<file path="config.mk">
export PLATFORM = sky130hd
export DESIGN_NAME = rtc_calendar_regs
export DESIGN_NICKNAME = d
export VERILOG_FILES = /design/src/rtl/rtc_cal_pkg.sv /design/src/rtl/rtc_cal_ctrl.sv /design/src/rtl/rtc_cal_datapath.sv /design/src/rtl/rtc_calendar_regs.sv
export SDC_FILE = /design/constraint.sdc
export NUM_CORES = 1
export LEC_CHECK = 0
export CAP_MARGIN = 5
export CORE_ASPECT_RATIO = 0.7
export CORE_MARGIN = 1.5
export CORE_UTILIZATION = 60
export CTS_CLUSTER_SIZE = 8
export DETAILED_ROUTE_END_ITERATION = 10
export DONT_BUFFER_PORTS = 1
export GPL_ROUTABILITY_DRIVEN = 0
export GPL_TIMING_DRIVEN = 0
export PLACE_DENSITY = 0.76
export SLEW_MARGIN = 10
export SYNTH_ARGS = -nofsm -noshare
export SYNTH_HDL_FRONTEND = slang
export SYNTH_HIERARCHICAL = 1
export SYNTH_SLANG_ARGS = --single-unit
</file>
<file path="constraint.sdc">
create_clock -name clk -period 4.6 [get_ports clk]
set_input_delay 0.92 -clock clk [delete_from_list [all_inputs] [get_ports clk]]
set_output_delay 0.92 -clock clk [all_outputs]
set_load 0.02 [all_outputs]
</file>
<file path="src/rtl/rtc_cal_pkg.sv">
package rtc_cal_pkg;

  localparam int DATA_W     = 32;
  localparam int SCR_IDX_W  = 3;
  localparam int DATE_FLAG  = 7;
  localparam int TIME_FLAG  = 8;

  typedef enum logic [2:0] {
    SEL_NONE,
    SEL_CTRL,
    SEL_DATE,
    SEL_TIME,
    SEL_SCR
  } regSel_e;

  // strobes from the bus control to the datapath, valid for one cycle
  typedef struct packed {
    logic                 wrDate;
    logic                 wrTime;
    logic                 wrScr;
    logic                 rdCtrl;
    logic                 rdEn;
    regSel_e              sel;
    logic [SCR_IDX_W-1:0] scrIdx;
  } ctrlStrobe_t;

  function automatic logic [7:0] monthDays(input logic [7:0] month, input logic leap);
    case (month)
      8'd2:                      monthDays = leap ? 8'd29 : 8'd28;
      8'd4, 8'd6, 8'd9, 8'd11:   monthDays = 8'd30;
      default:                   monthDays = 8'd31;
    endcase
  endfunction

endpackage

</file>
<file path="src/rtl/rtc_cal_ctrl.sv">
module rtc_cal_ctrl
  import rtc_cal_pkg::*;
#(
  parameter int VARIANT = 0,
  parameter int ADDR_W  = 12
) (
  input  logic              clk,
  input  logic              rst,
  input  logic              reqValid,
  input  logic              reqWrite,
  input  logic [ADDR_W-1:0] reqAddr,
  output logic              reqReady,
  output logic              rspValid,
  output ctrlStrobe_t       strb
);

  localparam int NUM_SCR = (VARIANT == 0) ? 4 : 8;
  localparam logic [ADDR_W-1:0] OFF_CTRL = '0;
  localparam logic [ADDR_W-1:0] OFF_DATE = ADDR_W'((VARIANT == 0) ? 'h04 : 'h10);
  localparam logic [ADDR_W-1:0] OFF_TIME = ADDR_W'((VARIANT == 0) ? 'h08 : 'h14);
  localparam logic [ADDR_W-1:0] SCR_BASE = ADDR_W'((VARIANT == 0) ? 'h20 : 'h100);
  localparam logic [ADDR_W-1:0] SCR_END  = ADDR_W'(((VARIANT == 0) ? 'h20 : 'h100) + 4 * NUM_SCR);

  logic              accept;
  regSel_e           sel;
  logic [ADDR_W-1:0] scrOff;

  assign reqReady = ~rspValid;
  assign accept   = reqValid & reqReady;
  assign scrOff   = reqAddr - SCR_BASE;

  always_comb begin
    sel = SEL_NONE;
    if (reqAddr[1:0] == 2'b00) begin
      if (reqAddr == OFF_CTRL)       sel = SEL_CTRL;
      else if (reqAddr == OFF_DATE)  sel = SEL_DATE;
      else if (reqAddr == OFF_TIME)  sel = SEL_TIME;
      else if (reqAddr >= SCR_BASE && reqAddr < SCR_END) sel = SEL_SCR;
    end
  end

  always_comb begin
    strb        = '0;
    strb.sel    = sel;
    strb.scrIdx = scrOff[2 +: SCR_IDX_W];
    if (accept) begin
      strb.wrDate = reqWrite  & (sel == SEL_DATE);
      strb.wrTime = reqWrite  & (sel == SEL_TIME);
      strb.wrScr  = reqWrite  & (sel == SEL_SCR);
      strb.rdCtrl = ~reqWrite & (sel == SEL_CTRL);
      strb.rdEn   = ~reqWrite;
    end
  end

  always_ff @(posedge clk) begin
    if (rst) rspValid <= 1'b0;
    else     rspValid <= accept & ~reqWrite;
  end

endmodule

</file>
<file path="src/rtl/rtc_cal_datapath.sv">
module rtc_cal_datapath
  import rtc_cal_pkg::*;
#(
  parameter int VARIANT = 0
) (
  input  logic              clk,
  input  logic              rst,
  input  logic              tick,
  input  logic [DATA_W-1:0] initDate,
  input  logic [DATA_W-1:0] initTime,
  input  logic [DATA_W-1:0] wdata,
  input  ctrlStrobe_t       strb,
  output logic [DATA_W-1:0] rdData,
  output logic [DATA_W-1:0] ctrlWord,
  output logic [DATA_W-1:0] dateWord,
  output logic [DATA_W-1:0] timeWord
);

  localparam int NUM_SCR   = (VARIANT == 0) ? 4 : 8;
  localparam int SCR_SEL_W = $clog2(NUM_SCR);
  localparam int BASE_YEAR = (VARIANT == 0) ? 2010 : 1970;
  localparam logic [1:0] BASE_LO = 2'(BASE_YEAR % 4);

  logic                pendDate, pendTime;
  logic [DATA_W-1:0]   scr [NUM_SCR];
  logic                tickEff;

  // calendar fields
  logic [5:0]  sec, mins;
  logic [4:0]  hr;
  logic [2:0]  wd;
  logic [7:0]  day, mon;
  logic [15:0] yr;
  logic [1:0]  yrMod;
  logic        leap, secWrap, minWrap, hrWrap, dayCarry, lastDay, lastMon;
  logic [DATA_W-1:0] nextTime, nextDate;

  assign ctrlWord = {{(DATA_W-9){1'b0}}, pendTime, pendDate, 7'b0};
  assign tickEff  = tick & ~strb.wrDate & ~strb.wrTime;

  always_comb begin
    sec   = timeWord[5:0];
    mins  = timeWord[13:8];
    hr    = timeWord[20:16];
    wd    = timeWord[31:29];
    day   = dateWord[7:0];
    mon   = dateWord[15:8];
    yr    = dateWord[31:16];
    yrMod = BASE_LO + yr[1:0];
    leap  = (yrMod == 2'b00);

    secWrap  = (sec == 6'd59);
    minWrap  = (mins == 6'd59);
    hrWrap   = (hr == 5'd23);
    dayCarry = secWrap & minWrap & hrWrap;
    lastDay  = (day >= monthDays(mon, leap));
    lastMon  = (mon >= 8'd12);

    nextTime = timeWord;
    nextTime[5:0] = secWrap ? 6'd0 : sec + 6'd1;
    if (secWrap)           nextTime[13:8]  = minWrap ? 6'd0 : mins + 6'd1;
    if (secWrap & minWrap) nextTime[20:16] = hrWrap ? 5'd0 : hr + 5'd1;
    if (dayCarry)          nextTime[31:29] = (wd >= 3'd6) ? 3'd0 : wd + 3'd1;

    nextDate = dateWord;
    if (dayCarry) begin
      nextDate[7:0] = lastDay ? 8'd1 : day + 8'd1;
      if (lastDay) begin
        nextDate[15:8] = lastMon ? 8'd1 : mon + 8'd1;
        if (lastMon) nextDate[31:16] = yr + 16'd1;
      end
    end
  end

  always_ff @(posedge clk) begin
    if (rst) begin
      dateWord <= initDate;
      timeWord <= initTime;
    end else begin
      if (strb.wrDate)  dateWord <= wdata;
      else if (tickEff) dateWord <= nextDate;
      if (strb.wrTime)  timeWord <= wdata;
      else if (tickEff) timeWord <= nextTime;
    end
  end

  always_ff @(posedge clk) begin
    if (rst) begin
      pendDate <= 1'b0;
      pendTime <= 1'b0;
    end else begin
      if (strb.wrDate)      pendDate <= 1'b1;
      else if (strb.rdCtrl) pendDate <= 1'b0;
      if (strb.wrTime)      pendTime <= 1'b1;
      else if (strb.rdCtrl) pendTime <= 1'b0;
    end
  end

  for (genvar g = 0; g < NUM_SCR; g++) begin : g_scr
    always_ff @(posedge clk) begin
      if (rst) scr[g] <= '0;
      else if (strb.wrScr && strb.scrIdx == SCR_IDX_W'(g)) scr[g] <= wdata;
    end
  end

  always_ff @(posedge clk) begin
    if (rst) rdData <= '0;
    else if (strb.rdEn) begin
      case (strb.sel)
        SEL_CTRL: rdData <= ctrlWord;
        SEL_DATE: rdData <= dateWord;
        SEL_TIME: rdData <= timeWord;
        SEL_SCR:  rdData <= scr[strb.scrIdx[SCR_SEL_W-1:0]];
        default:  rdData <= '0;
      endcase
    end
  end

endmodule

</file>
<file path="src/rtl/rtc_calendar_regs.sv">
module rtc_calendar_regs
  import rtc_cal_pkg::*;
#(
  parameter int VARIANT = 0,
  parameter int ADDR_W  = 12
) (
  input  logic              clk,
  input  logic              rst,
  input  logic              tick,
  input  logic [31:0]       initDate,
  input  logic [31:0]       initTime,
  input  logic              reqValid,
  output logic              reqReady,
  input  logic              reqWrite,
  input  logic [ADDR_W-1:0] reqAddr,
  input  logic [31:0]       reqWdata,
  output logic              rspValid,
  output logic [31:0]       rspRdata
);

  ctrlStrobe_t strb;
  logic [31:0] ctrlWord, dateWord, timeWord;

  rtc_cal_ctrl #(.VARIANT(VARIANT), .ADDR_W(ADDR_W)) i_ctrl (
    .clk      (clk),
    .rst      (rst),
    .reqValid (reqValid),
    .reqWrite (reqWrite),
    .reqAddr  (reqAddr),
    .reqReady (reqReady),
    .rspValid (rspValid),
    .strb     (strb)
  );

  rtc_cal_datapath #(.VARIANT(VARIANT)) i_dp (
    .clk      (clk),
    .rst      (rst),
    .tick     (tick),
    .initDate (initDate),
    .initTime (initTime),
    .wdata    (reqWdata),
    .strb     (strb),
    .rdData   (rspRdata),
    .ctrlWord (ctrlWord),
    .dateWord (dateWord),
    .timeWord (timeWord)
  );

endmodule

</file>
==> results of run 1 <==
==> layout by cell type, fill, tap and decap left out, types with 7 or more instances in the layout <==
cell,count
a22o_1,18
mux4_2,32
clkbuf_16,35
ha_1,14
o21ai_0,28
xor2_1,9
inv_1,21
mux2i_1,7
nand3_1,17
dfxtp_1,35
nor2_1,52
and2_1,124
nand2_1,75
edfxtp_1,192
a22oi_1,51
nor3_1,12
a311oi_1,30
xnor2_1,14
a21oi_1,18
clkbuf_1,55
buf_2,15
==> per-stage QoR <==
step	setup WS (ps)	util [%]	total power [uW]	area, sq um	hold slack [ps]
2_1_floorplan	938	-	2730	11300	457
3_3_place_gp	-102	63.6	2830	11600	485
3_5_place_dp	1020	63.8	2850	11600	489
5_1_grt	1250	69.0	5210	12600	483
6_report	1350	69.0	5060	12600	496
4_1_cts	1440	69.0	5070	12600	484
==> final cells by class <==
cell class	instances	area (sq um)
well taps	236	295
multi-input cells	600	4440
inverters	22	82.6
repair buffers	2	31.3
fillers	1285	5660
clock inverters	2	16.3
clock buffers	52	940
plain buffers	66	332
flip-flops and latches	227	6470
==> flip-flops by register name (all words and copies together) (netlist names) <==
register and cells:
i_ctrl/rspValid 1, i_dp/dateWord 32, i_dp/pendDate 1, i_dp/pendTime 1, i_dp/rdData 32, i_dp/scr 128
i_dp/timeWord 32
==> routing by layer <==
layer | global-route usage, % | wire length (um) | vias to the layer above
met5 | 0 | 32 | -
met4 | 11.2 | 1050 | 4
met3 | 11.4 | 5010 | 85
met2 | 47.0 | 13700 | 576
met1 | 48.0 | 12700 | 4002
li1 | - | - | 3539
==> path summary, 6_finish.rpt <==
check / endpoint / depth (start not counted)
worst max-delay path: i_dp/dateWord[23]$_DFFE_PP_ / 9
worst min-delay path: i_ctrl/rspValid$_SDFF_PP0_ / 1
worst max register to register: i_dp/dateWord[23]$_DFFE_PP_ / 9
worst min register to register: i_dp/pendTime$_SDFFE_PP0P_ / 2
==> critical path, cell delays in order, from the launching register on <==
cell,delay [ps]
edfxtp_1,390
nor4_1,540
and3_1,270
a22oi_1,100
ha_1,300
nand2b_1,90
a21oi_1,100
o21a_1,240
nor3_2,670
buf_6,250
==> power by group through the flow <==
| stage | registers (uW) | logic, uW | clock network [uW] |
|---|---|---|---|
| global route | 2470 | 387 | 2360 |
| CTS | 2460 | 355 | 2250 |
| finish | 2460 | 363 | 2230 |
| global placement | 2490 | 337 | 0 |
| floorplan | 2470 | 260 | 0 |
| detailed placement | 2500 | 351 | 0 |
==> results.md, run 1 <==
- Status: finished, final reports clean
- Initial Utilization: between 60% and 70%
- Root Buffer: clkbuf_16
- F_max: between 0.3 and 0.4 GHz
- Initial antenna violation count: 2
- Initial DRC count: around 1400
- Placed cells: approximately 1200
- Worst setup SP type: register
- Final Max Tran Viols: 0
- Critical Setup Path Class: register to register
- Layout Cells excl Fill: about 1200
- Dpl hpwl: 23.1 mm
- Worst Setup SP: i_dp/dateWord[12]$_DFFE_PP_
- Ports: around 150
- Maxcap violations: 0
- Die width: 167 um
- CTS max path bufs: 3
- Worst slew pin tran: 1050 ps
- Diodes inserted: 0
- Data required, critical path: roughly 4800 ps
- Syn nets: 1042
- Setup violators final: 0
- Gr usage total: between 30% and 40%
- Max H-tree Level: 2
- Layout area overhead: 11.4%
- Core area: 0.0183 sq mm
- Wire per inst: around 27 um
- Maximum VDD drop: approximately 0.00023 V
- CP Capture Type: register
- Clock Skews: roughly 10 ps
- Post-Syn Instances: 915
- Hold_sp: rst
- Mapped Area: about 0.011 sq mm
- CTS resizes: 0
- Row cnt: around 40
- DRT Pass-1 Iters: 7
- Leakage Power: 0.00440 uW
- Arrival @ worst endpoint: 3450 ps
- Clock Latency Late Sink: slightly below 500 ps
- R2r startpoint: i_dp/dateWord[12]$_DFFE_PP_
- Clk sinks: about 230
- Final nets: roughly 1100
- Setup bufs post-CTS: 0
- CTS buffer count: 34
- Ys Warns: 6
- Final Hold Violating Endpoints: 0
- Tcrit/Tclk final: between 70% and 80%
- Switching share of power: between 20% and 30%
- Pwr Density: between 400 and 500 mW/mm^2
- RSZ-0062 raised after global routing: false
- Seq pwr share: around 49%
- Mean Syn Cell Area: approximately 12 sq um
- Die ar.: ~0.020 sq mm
- Combinational share of power: 7.2%
- Max_slew headroom: approximately 29%
- Min Tclk post-route: 3250 ps
- Switching power: approximately 1200 uW
- Grt total ovfl: 0
- Global-route wire length before repair: between 40 and 50 mm
- Hold_buf cts: 0
- Remaining DRCs: 0
- Clock Pin Slew Worst Setup and Hold Paths: ~50 ps
- Total wire length: ~32 mm
- Clock share of power: 44.2%
- Setup TNS: 0 ps
- Class of the worst hold path: primary input to register
- Ratio of cells with drive above 1 in the final layout: 12.7%
- I/O Buffers: 0
- Crit path max fanout: 9
- ANT nets after route: 0
- Die Ht: ~120 um
- Via count: 8206
- Largest net degree at the start of global routing: 33
- FF-to-FF setup slack: 1350 ps
- Vias in the first global route: about 8000
- CTS tree: yes
- Via density: slightly below 7
- Power Internal: 3900 uW
Power figures use the tool's default switching activity.
==> inputs of run 2 (changes only) <==
- CORE_UTILIZATION: 60 -> 58
- clock period: 4.6 -> 2.84 ns (I/O delays scaled with it)
==> results.md, run 2 (synthesis results as in run 1) <==
- Maximum VDD drop: 0.000400 V (+71%)
- Die Ht: 120 um (+1.7%)
- Die width: 170 um (+1.7%)
- Tcrit/Tclk final: 97.9% (+27 points)
- Min Tclk post-route: 2780 ps (-473 ps)
- Total power: 8340 uW (+65%)
- Core area: 0.0190 sq mm (+4.2%)
- Wire per inst: 27.3 um (+1.3%)
- Initial DRC count: 1125 (-18%)
- Clock Latency Late Sink: 510 ps (+20 ps)
- Multi-input gate area: 0.00445 sq mm (+0.34%)
- Placed cells: 1180 (+2.3%)
- Dpl hpwl: 23.5 mm (+1.5%)
- Final nets: 1085 (+0.46%)
- Clock Pin Slew Worst Setup and Hold Paths: 50 ps (about the same)
- Initial antenna violation count: 1 (-1)
- Die ar.: 0.0204 sq mm (+3.4%)
- Worst setup SP type: register
- CTS max path bufs: 3 (unchanged)
- Crit path max fanout: 8 (-1)
- Max_slew headroom: 27.3% (-1.8 points)
- I/O Buffers: 0 (unchanged)
- Clk sinks: 227 (unchanged)
- Fin util: 67.0% (-2.0 points)
- Vias in the first global route: 7895 (-0.72%)
- Pwr Density: 654 mW/mm^2 (+63%)
- Leakage Power: 0.00444 uW (+0.91%)
- Final Hold Violating Endpoints: 0 (unchanged)
- Fill count: 1403 (+9.2%)
- Layout Cells excl Fill: 1250 (+3.6%)
- Setup violators final: 0 (unchanged)
- Hold_buf cts: 0 (unchanged)
- Root Buffer: clkbuf_16
- Initial Utilization: 59.5% (-2.5 points)
- F_max: 0.360 GHz (+17%)
- Remaining DRCs: 0 (unchanged)
- WHS: 137 ps (-359 ps)
- Critical Setup Path Class: register to register
- Data required, critical path: 2980 ps (-1810 ps)
- Via count: 8349 (+1.7%)
- CTS buffer count: 34 (unchanged)
- Sequential Area: 0.00647 sq mm (unchanged)
- Ports: 147 (unchanged)
- Most frequent cells in the layout: edfxtp_1 (192), and2_1 (124), nand2_1 (75)
- Biggest register: i_dp/scr
- Max reg flops: 128 (unchanged)
- Status: finished, final reports clean
- Ratio of cells with drive above 1 in the final layout: 13.4% (+0.75 points)
- ANT nets after route: 0 (unchanged)
- Maxcap violations: 0 (unchanged)
- Layout area overhead: 12.7%
- Clock Skews: 9.00 ps (-1.18 ps)
- Most common cell after layout, fill and taps aside: edfxtp_1
- Class of the worst hold path: primary input to register
- Arrival @ worst endpoint: 2920 ps (-530 ps)
- DP Area: 0.0117 sq mm (+0.26%)
- Total wire length: 34.1 mm (+4.9%)
- Max H-tree Level: 2 (unchanged)
- Final Max Tran Viols: 0 (unchanged)
- Via density: 6.68 (-1.8%)
- DRT Pass-1 Iters: 6 (-1)
- Grt total ovfl: 0 (unchanged)
- Final Cell Area: 0.0128 sq mm (+1.2%)
- Global-route wire length before repair: 49.3 mm (+2.6%)
- Gr usage total: 33.8% (+0.55 points)
- Worst slew pin tran: 1090 ps (+37.6 ps)
- CTS tree: yes
- CP Capture Type: register
- Largest net degree at the start of global routing: 33 (unchanged)
- RSZ-0062 raised after global routing: false
- Row cnt: 42 (+2.4%)
-- run 2: area by class of cell --
| cell class | count | area share, % |
|---|---|---|
| Timing Repair Buffer | 7 | 0.608 |
| Buffer | 66 | 2.60 |
| Sequential cell | 227 | 50.7 |
| Multi-Input combinational cell | 600 | 34.9 |
| Clock inverter | 3 | 0.285 |
| Inverter | 22 | 0.677 |
| Clock buffer | 59 | 7.57 |
| Tap cell | 264 | 2.59 |
| Antenna cell | 2 | 0.0392 |
-- run 2: per-stage QoR --
stage	setup slack [ps]	setup TNS (ps)
after floorplan	12.2	0
after global placement	-666	-32030
after detailed placement	-286	-17160
after CTS	6.68	0
after global routing	5.33	0
final	61.0	0
-- run 2: critical path: stages, from the launching register on --
cell	delay, ps
edfxtp_1	410
nor4_2	480
and3_1	270
a22oi_1	100
ha_1	290
nand2b_1	90
a21oi_1	90
o21a_1	250
nor2_2	430
-- run 2: metal layers --
layer | vias up | routed length [um] | track usage [%]
met4 | 0 | 1080 | 11.6
met5 | - | 0 | 0
li1 | 3567 | - | -
met2 | 627 | 14200 | 47.3
met1 | 4066 | 13200 | 48.6
met3 | 89 | 5530 | 12.5
-- run 2: power by group --
part / leakage, uW / switching [uW] / internal [uW]
logic: 0.00175 / 353 / 251
registers: 0.00221 / 172 / 3810
clock network: 0.000474 / 1440 / 2310
total: 0.00444 / 1970 / 6380
-- run 2: repair_timing --
| action | CTS | global route |
|---|---|---|
| gates resized for setup | 1 | 3 |
| gates cloned | 0 | 0 |
| endpoints found under the hold margin | 0 | 0 |
| setup buffers | 1 | 5 |
| pin swaps | 1 | 0 |
| setup endpoints to repair | 24 | 26 |
-- run 2: final timing paths --
kind,start,slack [ps],cells after the start,endpoint
hold / removal,rst,140,1,i_ctrl/rspValid$_SDFF_PP0_
setup reg to reg,i_dp/dateWord[12]$_DFFE_PP_,60,8,i_dp/dateWord[12]$_DFFE_PP_
setup / recovery,i_dp/dateWord[12]$_DFFE_PP_,60,8,i_dp/dateWord[12]$_DFFE_PP_
hold reg to reg,i_dp/pendDate$_SDFFE_PP0P_,520,2,i_dp/pendDate$_SDFFE_PP0P_
